<file path="config.mk">
export PLATFORM = sky130hd
export DESIGN_NAME = irq_entry_seq
export DESIGN_NICKNAME = d
export VERILOG_FILES = /design/src/rtl/irq_entry_pkg.sv /design/src/rtl/irq_entry_ctrl.sv /design/src/rtl/irq_entry_dp.sv /design/src/rtl/irq_entry_seq.sv
export SDC_FILE = /design/constraint.sdc
export NUM_CORES = 1
export LEC_CHECK = 0
export ABC_AREA = 1
export CAP_MARGIN = 20
export CORE_AREA = 2 2 231 233
export CTS_BUF_LIST = sky130_fd_sc_hd__clkbuf_4 sky130_fd_sc_hd__clkbuf_8 sky130_fd_sc_hd__clkbuf_16
export DETAILED_ROUTE_END_ITERATION = 7
export DIE_AREA = 0 0 233 235
export PLACE_DENSITY = 0.6
export SLEW_MARGIN = 20
export SYNTH_ARGS = -nofsm -noshare
export SYNTH_HDL_FRONTEND = slang
export SYNTH_HIERARCHICAL = 1
export SYNTH_SLANG_ARGS = --single-unit
export TNS_END_PERCENT = 100
</file>
<file path="constraint.sdc">
create_clock -name clk -period 5.6 [get_ports clk]
set_input_delay 0.84 -clock clk [delete_from_list [all_inputs] [get_ports clk]]
set_output_delay 0.84 -clock clk [all_outputs]
set_load 0.05 [all_outputs]
</file>
<file path="src/rtl/irq_entry_pkg.sv">
package irq_entry_pkg;
  // Status word field positions; the return path decodes the saved word.
  localparam int PSW_I_BIT   = 16;
  localparam int PSW_U_BIT   = 17;
  localparam int PSW_PM_BIT  = 20;
  localparam int PSW_IPL_LSB = 24;

  typedef enum logic [1:0] {KIND_EXC, KIND_NORM, KIND_FAST} entry_kind_e;
  typedef enum logic [1:0] {SEL_PSW, SEL_PC, SEL_VEC} addr_sel_e;

  typedef struct packed {
    logic        capture;   // snapshot core state, start sequence
    entry_kind_e kind;      // entry class
    addr_sel_e   addrSel;   // which word the memory port carries
    logic        xferDone;  // memory access completes this cycle
    logic        commit;    // new state presented
  } seq_strobe_t;
endpackage

</file>
<file path="src/rtl/irq_entry_ctrl.sv">
module irq_entry_ctrl
  import irq_entry_pkg::*;
#(
  parameter int LVL_W = 4
) (
  input  logic             clk,
  input  logic             rst_n,
  input  logic             fastReq,
  input  logic             normReq,
  input  logic [LVL_W-1:0] normLevel,
  input  logic             excReq,
  input  logic             pswIe,
  input  logic [LVL_W-1:0] pswIpl,
  input  logic             sleepSet,
  input  logic             memReady,
  output logic             memReq,
  output logic             memWe,
  output logic             busy,
  output logic             done,
  output logic             ackPulse,
  output logic             ackIsFast,
  output logic             asleep,
  output seq_strobe_t      stb
);
  localparam logic [LVL_W-1:0] MAX_LVL = {LVL_W{1'b1}};

  typedef enum logic [2:0] {ST_IDLE, ST_PUSH_PSW, ST_PUSH_PC, ST_READ_VEC, ST_COMMIT} state_e;

  state_e      state, stateNxt;
  entry_kind_e kindQ, pickKind;
  logic        acceptFast, acceptNorm, start;

  assign acceptFast = fastReq && pswIe && (pswIpl < MAX_LVL);
  assign acceptNorm = normReq && pswIe && (pswIpl < normLevel);
  assign start      = (state == ST_IDLE) && (acceptFast || acceptNorm || excReq);

  always_comb begin
    if (acceptFast)      pickKind = KIND_FAST;
    else if (acceptNorm) pickKind = KIND_NORM;
    else                 pickKind = KIND_EXC;
  end

  assign memReq = (state == ST_PUSH_PSW) || (state == ST_PUSH_PC) || (state == ST_READ_VEC);
  assign memWe  = (state == ST_PUSH_PSW) || (state == ST_PUSH_PC);
  assign busy   = (state != ST_IDLE);
  assign done   = (state == ST_COMMIT);
  assign ackPulse  = done && (kindQ != KIND_EXC);
  assign ackIsFast = done && (kindQ == KIND_FAST);

  always_comb begin
    stb.capture  = start;
    stb.kind     = start ? pickKind : kindQ;
    stb.xferDone = memReq && memReady;
    stb.commit   = done;
    case (state)
      ST_PUSH_PC:  stb.addrSel = SEL_PC;
      ST_READ_VEC: stb.addrSel = SEL_VEC;
      default:     stb.addrSel = SEL_PSW;
    endcase
  end

  always_comb begin
    stateNxt = state;
    case (state)
      ST_IDLE:     if (start) stateNxt = acceptFast ? ST_COMMIT : ST_PUSH_PSW;
      ST_PUSH_PSW: if (memReady) stateNxt = ST_PUSH_PC;
      ST_PUSH_PC:  if (memReady) stateNxt = ST_READ_VEC;
      ST_READ_VEC: if (memReady) stateNxt = ST_COMMIT;
      ST_COMMIT:   stateNxt = ST_IDLE;
      default:     stateNxt = ST_IDLE;
    endcase
  end

  always_ff @(posedge clk or negedge rst_n) begin
    if (!rst_n) begin
      state  <= ST_IDLE;
      kindQ  <= KIND_EXC;
      asleep <= 1'b0;
    end else begin
      state <= stateNxt;
      if (start) begin
        kindQ  <= pickKind;
        asleep <= 1'b0;
      end else if (state == ST_IDLE && sleepSet) begin
        asleep <= 1'b1;
      end
    end
  end

  // a stalled access keeps its request and target
  p_mem_hold_r10: assert property (@(posedge clk) disable iff (!rst_n)
    memReq && !memReady |=> memReq && $stable(memWe) && $stable(stb.addrSel));
  // acknowledge only in commit, one cycle wide
  p_ack_commit_r11: assert property (@(posedge clk) disable iff (!rst_n)
    ackPulse |-> done);
  p_ack_single_r11: assert property (@(posedge clk) disable iff (!rst_n)
    ackPulse |=> !ackPulse);
  // memory port quiet when idle
  p_idle_quiet_r12: assert property (@(posedge clk) disable iff (!rst_n)
    !busy |-> !memReq);
  // sleep flag cleared by the time of commit
  p_wake_r9: assert property (@(posedge clk) disable iff (!rst_n)
    done |-> !asleep);
endmodule

</file>
<file path="src/rtl/irq_entry_dp.sv">
module irq_entry_dp
  import irq_entry_pkg::*;
#(
  parameter int          DW         = 32,
  parameter int          LVL_W      = 4,
  parameter int          NUM_W      = 8,
  parameter int          VEC_W      = 9,
  parameter logic [31:0] FIXED_BASE = 32'hFFFF_FFC0
) (
  input  logic             clk,
  input  logic             rst_n,
  input  seq_strobe_t      stb,
  input  logic [LVL_W-1:0] normLevel,
  input  logic [NUM_W-1:0] normNum,
  input  logic [VEC_W-1:0] excVec,
  input  logic [DW-1:0]    curPc,
  input  logic [DW-1:0]    curPsw,
  input  logic [DW-1:0]    curR0,
  input  logic [DW-1:0]    curUsp,
  input  logic [DW-1:0]    curIsp,
  input  logic [DW-1:0]    tblBase,
  input  logic [DW-1:0]    fastVec,
  input  logic [DW-1:0]    memRdata,
  output logic [DW-1:0]    memAddr,
  output logic [DW-1:0]    memWdata,
  output logic [DW-1:0]    newPc,
  output logic [DW-1:0]    newPsw,
  output logic [DW-1:0]    newR0,
  output logic [DW-1:0]    newUsp,
  output logic [DW-1:0]    newIsp,
  output logic [DW-1:0]    bkPc,
  output logic [DW-1:0]    bkPsw,
  output logic [NUM_W-1:0] ackNum
);
  localparam logic [LVL_W-1:0] MAX_LVL  = {LVL_W{1'b1}};
  localparam int               LOW_BITS = 8;
  localparam logic [DW-1:0]    WORD     = DW'(4);

  logic [DW-1:0] pcQ, pswQ, savedPsw, savedPc, uspQ, ispQ, bkPcQ, bkPswQ, vecAddrQ;
  logic [NUM_W-1:0] ackNumQ;
  logic [DW-1:0] clearedPsw, excAddr;
  logic          userMode;

  assign userMode = curPsw[PSW_U_BIT];

  always_comb begin
    clearedPsw = curPsw;
    clearedPsw[PSW_I_BIT]  = 1'b0;
    clearedPsw[PSW_U_BIT]  = 1'b0;
    clearedPsw[PSW_PM_BIT] = 1'b0;
  end

  // Fixed table for low vectors, relocatable table for traps.
  always_comb begin
    if ((excVec >> LOW_BITS) == '0)
      excAddr = FIXED_BASE + (DW'(excVec) << 2);
    else
      excAddr = tblBase + (DW'(excVec[LOW_BITS-1:0]) << 2);
  end

  always_ff @(posedge clk or negedge rst_n) begin
    if (!rst_n) begin
      pcQ <= '0; pswQ <= '0; savedPsw <= '0; savedPc <= '0;
      uspQ <= '0; ispQ <= '0; bkPcQ <= '0; bkPswQ <= '0;
      vecAddrQ <= '0; ackNumQ <= '0;
    end else if (stb.capture) begin
      savedPsw <= curPsw;
      savedPc  <= curPc;
      uspQ     <= userMode ? curR0 : curUsp;
      ispQ     <= userMode ? curIsp : curR0;
      pswQ     <= clearedPsw;
      case (stb.kind)
        KIND_FAST: begin
          bkPcQ  <= curPc;
          bkPswQ <= curPsw;
          pcQ    <= fastVec;
          pswQ[PSW_IPL_LSB +: LVL_W] <= MAX_LVL;
        end
        KIND_NORM: begin
          ackNumQ  <= normNum;
          vecAddrQ <= tblBase + (DW'(normNum) << 2);
          pswQ[PSW_IPL_LSB +: LVL_W] <= normLevel;
        end
        default: vecAddrQ <= excAddr;
      endcase
    end else if (stb.xferDone) begin
      if (stb.addrSel == SEL_VEC) pcQ  <= memRdata;
      else                        ispQ <= ispQ - WORD;
    end
  end

  assign memAddr  = (stb.addrSel == SEL_VEC) ? vecAddrQ : (ispQ - WORD);
  assign memWdata = (stb.addrSel == SEL_PSW) ? savedPsw : savedPc;

  assign newPc  = pcQ;
  assign newPsw = pswQ;
  assign newR0  = ispQ;
  assign newUsp = uspQ;
  assign newIsp = ispQ;
  assign bkPc   = bkPcQ;
  assign bkPsw  = bkPswQ;
  assign ackNum = ackNumQ;

  // each completed push moves the interrupt stack down by one word
  p_isp_step_r6: assert property (@(posedge clk) disable iff (!rst_n)
    stb.xferDone && !stb.capture && stb.addrSel != SEL_VEC |=> ispQ == $past(ispQ) - WORD);
  // mode bits are clear whenever new state is presented
  p_psw_clear_r4: assert property (@(posedge clk) disable iff (!rst_n)
    stb.commit |-> !newPsw[PSW_I_BIT] && !newPsw[PSW_U_BIT] && !newPsw[PSW_PM_BIT]);
  // fast entry commits at the top level
  p_fast_lvl_r5: assert property (@(posedge clk) disable iff (!rst_n)
    stb.commit && stb.kind == KIND_FAST |-> newPsw[PSW_IPL_LSB +: LVL_W] == MAX_LVL);
endmodule

</file>
<file path="src/rtl/irq_entry_seq.sv">
module irq_entry_seq
  import irq_entry_pkg::*;
#(
  parameter int DW    = 32,
  parameter int LVL_W = 4,
  parameter int NUM_W = 8,
  parameter int VEC_W = 9
) (
  input  logic             clk,
  input  logic             rst_n,
  input  logic             fastReq,
  input  logic             normReq,
  input  logic [LVL_W-1:0] normLevel,
  input  logic [NUM_W-1:0] normNum,
  input  logic             excReq,
  input  logic [VEC_W-1:0] excVec,
  input  logic             sleepSet,
  input  logic [DW-1:0]    curPc,
  input  logic [DW-1:0]    curPsw,
  input  logic [DW-1:0]    curR0,
  input  logic [DW-1:0]    curUsp,
  input  logic [DW-1:0]    curIsp,
  input  logic [DW-1:0]    tblBase,
  input  logic [DW-1:0]    fastVec,
  output logic             memReq,
  output logic             memWe,
  output logic [DW-1:0]    memAddr,
  output logic [DW-1:0]    memWdata,
  input  logic [DW-1:0]    memRdata,
  input  logic             memReady,
  output logic             busy,
  output logic             done,
  output logic [DW-1:0]    newPc,
  output logic [DW-1:0]    newPsw,
  output logic [DW-1:0]    newR0,
  output logic [DW-1:0]    newUsp,
  output logic [DW-1:0]    newIsp,
  output logic [DW-1:0]    bkPc,
  output logic [DW-1:0]    bkPsw,
  output logic             ackPulse,
  output logic [NUM_W-1:0] ackNum,
  output logic             ackIsFast,
  output logic             asleep
);
  seq_strobe_t stb;

  irq_entry_ctrl #(.LVL_W(LVL_W)) u_ctrl (
    .clk(clk), .rst_n(rst_n),
    .fastReq(fastReq), .normReq(normReq), .normLevel(normLevel), .excReq(excReq),
    .pswIe(curPsw[PSW_I_BIT]), .pswIpl(curPsw[PSW_IPL_LSB +: LVL_W]),
    .sleepSet(sleepSet), .memReady(memReady),
    .memReq(memReq), .memWe(memWe), .busy(busy), .done(done),
    .ackPulse(ackPulse), .ackIsFast(ackIsFast), .asleep(asleep), .stb(stb)
  );

  irq_entry_dp #(.DW(DW), .LVL_W(LVL_W), .NUM_W(NUM_W), .VEC_W(VEC_W)) u_dp (
    .clk(clk), .rst_n(rst_n), .stb(stb),
    .normLevel(normLevel), .normNum(normNum), .excVec(excVec),
    .curPc(curPc), .curPsw(curPsw), .curR0(curR0), .curUsp(curUsp), .curIsp(curIsp),
    .tblBase(tblBase), .fastVec(fastVec), .memRdata(memRdata),
    .memAddr(memAddr), .memWdata(memWdata),
    .newPc(newPc), .newPsw(newPsw), .newR0(newR0), .newUsp(newUsp), .newIsp(newIsp),
    .bkPc(bkPc), .bkPsw(bkPsw), .ackNum(ackNum)
  );
endmodule

</file>
==> impl_metrics.yaml, run 1 <==
pwr:
  p_switching_mw: 9.31
  p_comb_frac: 0.644
  power_density_mw_per_mm2: 734
  irDropWorstVdd_mv: 0.456
  p_int_mw: 7.65
  p_clk_frac: 0.136
  switching_share: 0.549
  p_leak_nw: 10.4
  seqPwrFrac: 0.220
detailed_routing:
  routedWlPerCell_um: 21.8
  met3WireLength_um: 5340
  dr.max_layer_used: "met5"
  drcViolationCount: 0
  vias: 16400
  wl_um: 72000
  avgViaCountPerCell: 4.95
  drt_iter0_drc: 1363
  met2_length_um: 36000
  drtPass1Iterations: 7
  met1_length_um: 29400
  antenna_left: 0
global_route:
  grt_usage: 0.255
  grt_pass1_wl_um: 105000
  overflow: 0
  grt_max_degree: 104
  grt_pass1_vias: 16100
  antenna_found_initial: 7
flow_run:
  max_cap_violations: 0
timing:
  post-route-period-util: 0.827
  drv_slew: 0
  setup_viol: 0
  finalHoldViolCount: 0
  worst_pin_slew_ns: 1.02
  fmax_mhz: 216
  slew_headroom: 0.319
  final.min_clock_period_ns: 4.63
  rsz0062_at_grt: "false"
  finClkSkew_ns: 0.0237
  finalSetupTns_ns: 0
placement:
  dp_cells: 3245
  place_area_mm2: 0.0219
  io_buffers: 583
  gp_congestion: 0.946
  dp_hpwl_um: 56200
floorplanning:
  ios: 587
  die_h_um: 235
  core_area_mm2: 0.0522
  start_util: 0.304
  chipWidth_um: 233
  dieArea_mm2: 0.0548
  fp-row-count: 84
setup_path:
  crit_type: "reg -> out"
  crit_chain: "nor3_1, inv_1, nor2_2, buf_4, inv_2, o21ai_0, clkdlybuf4s50_1"
  cp-start-kind: "flop"
  crit_family: "buffers and inverters"
  cp.arrival_ns: 3.79
  crit_path_end_kind: "output port"
  cp_num_buf_inv: 4
  critPathMaxFanout: 34
  max_stage_delay_ns: 0.90
  critical-path-slowest-cell: "clkdlybuf4s50_1"
  cp.required_ns: 4.76
layout:
  final_common_cell: "nand2_1"
  multiInputGateArea_mm2: 0.00761
  final_cell_mix: "632 x nand2_1, 581 x clkdlybuf4s50_1, 274 x dfrtp_1"
  design_area_mm2: 0.0231
  instances_no_fill: 3311
  fill_cells: 5318
  nets: 2903
  finalCoreUtilization: 0.442
  area_delta_synth_final_pct: 45.6
  drive_gt1_frac: 0.0814
  seq_area_mm2: 0.00686
synth:
  syn_area_mm2: 0.0159
  yosysWarnings: 6
  syn_avg_cell_area_um2: 7.53
  syn_inst: 2107
min_path:
  hold_path_class: "in -> async"
outcome:
  status: "finished clean"
clocking:
  numCtsBuffers: 35
  clockBufferDepth: 3
  clock_latency_ns: 0.56
  htreeDepth: 2
  cts-root-buf: "clkbuf_16"
  path_clk_slew_ns: 0.06
  cts_resized: 0
  post-cts-setup-buffer-count: 0
  cts_tree: "yes"
  ctsHoldBuffers: 0
  cts_sinks: 274
## layout make-up
class                           count  area share
Multi-Input combinational cell   1525       0.329
Sequential cell                   274       0.297
Timing Repair Buffer              604       0.260
Clock buffer                       47      0.0432
Tap cell                          688      0.0373
Inverter                          154      0.0255
Clock inverter                     14     0.00742
Antenna cell                        5    0.000542
## sequential cells by signal, summed over array words and instances (netlist names)
register,flops
u_ctrl/asleep,1
u_ctrl/kindQ,2
u_ctrl/state,3
u_dp/ackNum,8
u_dp/bkPc,32
u_dp/bkPsw,32
u_dp/newIsp,32
u_dp/newPc,32
u_dp/newPsw,4
u_dp/newUsp,32
u_dp/savedPc,32
u_dp/savedPsw,32
u_dp/vecAddrQ,32
## through the flow
stage / hold WS, ns / total power [mW] / setup WS [ns]
after CTS: 0.365 / 17.1 / 0.910
after global routing: 0.372 / 17.8 / 0.748
after detailed placement: 0.462 / 14.7 / 1.19
after floorplan: 0.442 / 10.8 / 2.20
after global placement: 0.460 / 14.6 / 1.28
final: 0.295 / 17.0 / 0.969
## per-layer routing
layer  global-route usage  up-vias
li1                     -     7757
met1                0.319     7933
met2                0.449      630
met3               0.0534       66
met4               0.0562        6
met5                    0        -
## worst paths after layout
path	from	endpoint	slack [ns]	cells after the start
worst min-delay path	rst_n	u_dp/vecAddrQ[26]$_DFFE_PN0P_	0.29	1
max in group asynchronous	rst_n	u_dp/newUsp[17]$_DFFE_PN0P_	3.91	2
worst max register to register	u_ctrl/state[2]$_DFFE_PN0P_	u_dp/newIsp[6]$_DFFE_PN0P_	2.29	10
worst min register to register	u_dp/savedPsw[20]$_DFFE_PN0P_	u_dp/savedPsw[20]$_DFFE_PN0P_	0.47	2
worst max-delay path	u_ctrl/state[2]$_DFFE_PN0P_	memAddr[12]	0.97	7
min in group clk	u_dp/savedPsw[20]$_DFFE_PN0P_	u_dp/savedPsw[20]$_DFFE_PN0P_	0.47	2
## power by group through the flow
| stage | combinational (mW) | sequential, mW | clock [mW] |
|---|---|---|---|
| final | 10.9 | 3.74 | 2.31 |
| after global routing | 11.5 | 3.84 | 2.45 |
| after CTS | 11.0 | 3.73 | 2.36 |
| after detailed placement | 10.9 | 3.76 | 0 |
| after global placement | 10.9 | 3.73 | 0 |
| after floorplan | 5.15 | 5.65 | 0 |
No activity file was read; power rests on OpenSTA's default activity.
==> inputs of run 2 (changes only) <==
- CORE_AREA: 2 2 231 233 -> 2 2 232 234
- DIE_AREA: 0 0 233 235 -> 0 0 234 236
- PLACE_DENSITY: 0.6 -> 0.62
- clock period: 5.6 -> 4.15 ns (I/O delays scaled with it)
==> run 2 against run 1 <==
Sequential share of layout area decreased by 0.30 points. Highest routed layer unchanged. Setup slack lost 0.72 ns. Combinational power rose by 38%. Wire length is essentially flat. Critical endpoint is now memWdata[0]. Final cell count rose by 0.48%. Clock power up 42%.
==> impl_metrics.yaml, run 2 (same netlist as run 1, synthesis figures left out) <==
global_route:
  grt_max_degree: 119
  overflow: 0
  grt_usage: 0.252
  grt_pass1_wl_um: 104000
  grt_pass1_vias: 16200
  antenna_found_initial: 12
floorplanning:
  dieArea_mm2: 0.0552
  chipWidth_um: 234
  ios: 587
  core_area_mm2: 0.0531
  start_util: 0.299
  die_h_um: 236
  fp-row-count: 85
placement:
  dp_hpwl_um: 55900
  place_area_mm2: 0.0221
  gp_congestion: 0.933
  io_buffers: 583
clocking:
  clock_latency_ns: 0.54
  ctsHoldBuffers: 0
  cts_tree: "yes"
  cts_sinks: 274
  numCtsBuffers: 35
  path_clk_slew_ns: 0.06
  clockBufferDepth: 3
  cts-root-buf: "clkbuf_16"
  htreeDepth: 2
setup_path:
  cp.arrival_ns: 3.28
  cp.required_ns: 3.53
  crit_type: "reg -> out"
  crit_path_end_kind: "output port"
  cp-start-kind: "flop"
  worst_r2r_path_depth: 10
  rr_startpoint: "u_ctrl/state[1]$_DFFE_PN0P_"
  r2r_slack_ns: 1.33
  r2r_end: "u_dp/bkPsw[22]$_DFFE_PN0P_"
  critPathMaxFanout: 24
detailed_routing:
  wl_um: 72000
  vias: 16500
  routedWlPerCell_um: 21.7
  drtPass1Iterations: 6
  avgViaCountPerCell: 4.97
  drt_iter0_drc: 1275
  drcViolationCount: 0
  antenna_left: 0
pwr:
  irDropWorstVdd_mv: 0.509
  power_density_mw_per_mm2: 998
  p_leak_nw: 10.6
outcome:
  status: "finished clean"
layout:
  final_common_cell: "nand2_1"
  drive_gt1_frac: 0.0974
  area_delta_synth_final_pct: 47.1
  final_cell_mix: "632 x nand2_1, 549 x clkdlybuf4s50_1, 274 x dfrtp_1"
  nets: 2913
  design_area_mm2: 0.0233
timing:
  fmax_mhz: 256
  setup_viol: 0
  finalHoldViolCount: 0
  finalSetupTns_ns: 0
  worst_pin_slew_ns: 0.983
  finClkSkew_ns: 0.0149
  slew_headroom: 0.344
  rsz0062_at_grt: "false"
  drv_slew: 0
  final.min_clock_period_ns: 3.90
  post-route-period-util: 0.940
min_path:
  hold_path_class: "in -> async"
flow_run:
  max_cap_violations: 0
[run 2: cell types whose count changed in the layout (fill, tap and decap cells not counted), moves of 2 or more]
cell,previous run,this run
buf_12,1,13
buf_4,20,49
bufinv_16,2,6
clkbuf_4,7,4
clkdlybuf4s50_1,581,549
clkinv_8,2,0
inv_6,2,4
nor3_1,10,8
nor3_4,1,3
[run 2: stage by stage]
stage / hold slack, ns / worst slack [ns] / cells / power [mW] / utilization
floorplan: 0.327 / 0.964 / 2109 / 14.6 / -
global placement: 0.458 / 0.440 / 3262 / 19.9 / 0.416
detailed placement: 0.465 / 0.380 / 3262 / 20.0 / 0.416
CTS: 0.127 / 0.00284 / 3322 / 23.4 / 0.439
global route: 0.130 / 0.0552 / 3323 / 24.4 / 0.440
finish: 0.0898 / 0.250 / 3327 / 23.3 / 0.440
[run 2: timing repair]
| action | CTS | global route |
|---|---|---|
| buffers inserted | 0 | 0 |
| endpoints found under the setup margin | 0 | 12 |
| resized for setup | 0 | 4 |
[run 2: per-layer routing]
metal / track usage / part of all wire / up-vias / routed length, µm
met4: 0.0767 / 0.030 / 16 / 2180
met3: 0.0586 / 0.084 / 117 / 6060
met2: 0.424 / 0.48 / 720 / 34600
met5: 0 / 0.0014 / - / 99
met1: 0.319 / 0.40 / 7899 / 29200
li1: - / - / 7781 / -
[run 2: power breakdown]
group | internal (mW) | switching, mW | total, mW
sequential | 4.00 | 1.05 | 5.05
combinational | 4.61 | 10.4 | 15.0
clock | 2.04 | 1.24 | 3.28
total | 10.6 | 12.7 | 23.3
[run 2: worst max-delay path, cell delays in order (launching register included)]
cell	delay (ns)
dfrtp_1	0.63
nor3_4	0.16
nor2_4	0.62
buf_4	0.27
nand2_1	0.06
o21ai_0	0.09
clkdlybuf4s50_1	0.87
[run 2: worst max path at each step]
stage,start,endpoint,slack [ns],cells past startpoint
detailed placement,normLevel[3],u_dp/newPc[7]$_DFFE_PN0P_,0.38,17
finish,u_ctrl/state[2]$_DFFE_PN0P_,memWdata[0],0.25,6
CTS,u_ctrl/state[2]$_DFFE_PN0P_,memWdata[0],0.003,6
floorplan,u_dp/newIsp[2]$_DFFE_PN0P_,memAddr[24],0.96,10
global placement,normLevel[3],u_dp/bkPsw[18]$_DFFE_PN0P_,0.44,15
global route,u_ctrl/state[2]$_DFFE_PN0P_,memWdata[0],0.06,6
[run 2: layout make-up]
| cell class | count | area [µm²] |
|---|---|---|
| Antenna cell | 4 | 10.0 |
| Clock buffer | 44 | 975 |
| Clock inverter | 16 | 249 |
| Fill cell | 5304 | 29700 |
| Inverter | 154 | 588 |
| Multi-Input combinational cell | 1526 | 7650 |
| Sequential cell | 274 | 6860 |
| Tap cell | 696 | 871 |
| Timing Repair Buffer | 613 | 6140 |
==> inputs of run 3 (changes only) <==
- PLACE_DENSITY: 0.62 -> default
==> run 3 against run 2 <==
First-iteration DRC count down 12%. Clock-buffer cell count up 4. Final cell count about the same. Total power down 1.1%. Critical endpoint is now memWdata[5]. Register-to-register slack better by 0.16 ns. Die area unchanged. Sequential power about the same. Worst hold slack better by 0.0024 ns. Utilization down 0.11 points. Critical path depth down 1. Wire length down 1.4%. Global-route usage down 0.23 points. Highest routed layer unchanged.
==> impl_metrics.yaml, run 3 (same netlist as run 1, synthesis figures left out) <==
global_route:
  grt_max_degree: 92
  grt.busiest_layer: "met2"
  antenna_found_initial: 18
  grt_pass1_wl_um: 103000
  grt_usage: 0.250
  overflow: 0
  grt_pass1_vias: 16200
  met3_usage: 0.0623
  use_met2: 0.415
  met1_usage: 0.310
placement:
  dp_hpwl_um: 56100
  io_buffers: 583
  place_area_mm2: 0.0221
  gp_congestion: 0.927
clocking:
  htreeDepth: 2
  ctsHoldBuffers: 0
  clockBufferDepth: 3
  clock_latency_ns: 0.55
  numCtsBuffers: 35
  cts_resized: 0
  cts_sinks: 274
  cts-root-buf: "clkbuf_16"
  cts_tree: "yes"
  post-cts-setup-buffer-count: 0
  path_clk_slew_ns: 0.06
pwr:
  power_density_mw_per_mm2: 990
  p_leak_nw: 10.5
  irDropWorstVdd_mv: 0.513
detailed_routing:
  avgViaCountPerCell: 4.92
  wl_um: 71000
  drtPass1Iterations: 6
  drt_iter0_drc: 1119
  antenna_left: 0
  routedWlPerCell_um: 21.3
  drcViolationCount: 0
  vias: 16400
timing:
  worst_pin_slew_ns: 0.799
  finClkSkew_ns: 0.0242
  post-route-period-util: 0.947
  finalSetupTns_ns: 0
  setup_viol: 0
  drv_slew: 0
  final.min_clock_period_ns: 3.93
  whs_ns: 0.0921
  finalHoldViolCount: 0
  rsz0062_at_grt: "false"
  slew_headroom: 0.467
  fmax_mhz: 254
floorplanning:
  ios: 587
  dieArea_mm2: 0.0552
  core_area_mm2: 0.0531
  fp-row-count: 85
  start_util: 0.299
  chipWidth_um: 234
  die_h_um: 236
setup_path:
  critical-path-slowest-cell: "clkdlybuf4s50_1"
  worst_r2r_path_depth: 8
  cp.required_ns: 3.53
  r2r_end: "u_dp/newIsp[25]$_DFFE_PN0P_"
  crit_path_end_kind: "output port"
  crit_type: "reg -> out"
  crit_family: "buffers and inverters"
  cp.arrival_ns: 3.31
  r2r_slack_ns: 1.49
  rr_startpoint: "u_ctrl/state[2]$_DFFE_PN0P_"
  critPathMaxFanout: 23
  max_stage_delay_ns: 0.92
  crit_chain: "nor3_1, nor2_4, buf_4, o21ai_0, clkdlybuf4s50_1"
  path_depth: 5
  cp-start-kind: "flop"
  cp_num_buf_inv: 2
layout:
  final_common_cell: "nand2_1"
  final_cell_mix: "632 x nand2_1, 549 x clkdlybuf4s50_1, 274 x dfrtp_1"
  fill_cells: 5301
  nets: 2914
  area_delta_synth_final_pct: 46.7
  multiInputGateArea_mm2: 0.00761
  design_area_mm2: 0.0233
  drive_gt1_frac: 0.0963
  seq_area_mm2: 0.00686
outcome:
  status: "finished clean"
min_path:
  hold_path_class: "in -> async"
flow_run:
  max_cap_violations: 0
==> run 3: cell count changes in the layout (fill, tap and decap cells not counted), moves of 3 or more <==
cell	change
buf_4	+3
inv_6	-3
diode_2	+4
bufinv_16	-3
==> run 3: layout make-up <==
type                    count  share of cell area
clock buffers              48              0.0437
clock inverters            10             0.00726
diodes                      8            0.000860
inverters                 154              0.0253
multi-input cells        1525               0.327
repair buffers            615               0.264
well taps                 696              0.0374
flip-flops and latches    274               0.295
==> run 3: worst max path at each step <==
stage | startpoint | endpoint | slack, ns
final | u_ctrl/state[2]$_DFFE_PN0P_ | memWdata[5] | 0.22
after global routing | u_ctrl/state[2]$_DFFE_PN0P_ | memWdata[5] | 0.08
after CTS | u_ctrl/state[2]$_DFFE_PN0P_ | memWdata[5] | 0.20
after detailed placement | normLevel[3] | u_dp/bkPc[22]$_DFFE_PN0P_ | 0.48
after global placement | normLevel[3] | u_dp/vecAddrQ[6]$_DFFE_PN0P_ | 0.51
after floorplan | u_dp/newIsp[2]$_DFFE_PN0P_ | memAddr[24] | 0.96
==> run 3: power breakdown <==
group          switching [mW]  internal [mW]
Clock                    1.25           1.91
Combinational            10.2           4.61
Sequential               1.04           4.00
==> run 3: metal layers <==
metal / wire length (µm) / share of wire
met1: 28900 / 0.41
met2: 33900 / 0.48
met3: 5620 / 0.079
met4: 2540 / 0.036
met5: 149 / 0.0021
==> run 3: stage by stage <==
step | power, mW | setup WS [ns] | std cells | utilization
2_1_floorplan | 14.6 | 0.964 | 2109 | -
3_3_place_gp | 19.8 | 0.510 | 3264 | 0.416
3_5_place_dp | 20.0 | 0.485 | 3264 | 0.416
4_1_cts | 23.2 | 0.204 | 3322 | 0.438
5_1_grt | 24.2 | 0.0825 | 3325 | 0.438
6_report | 23.0 | 0.220 | 3330 | 0.439
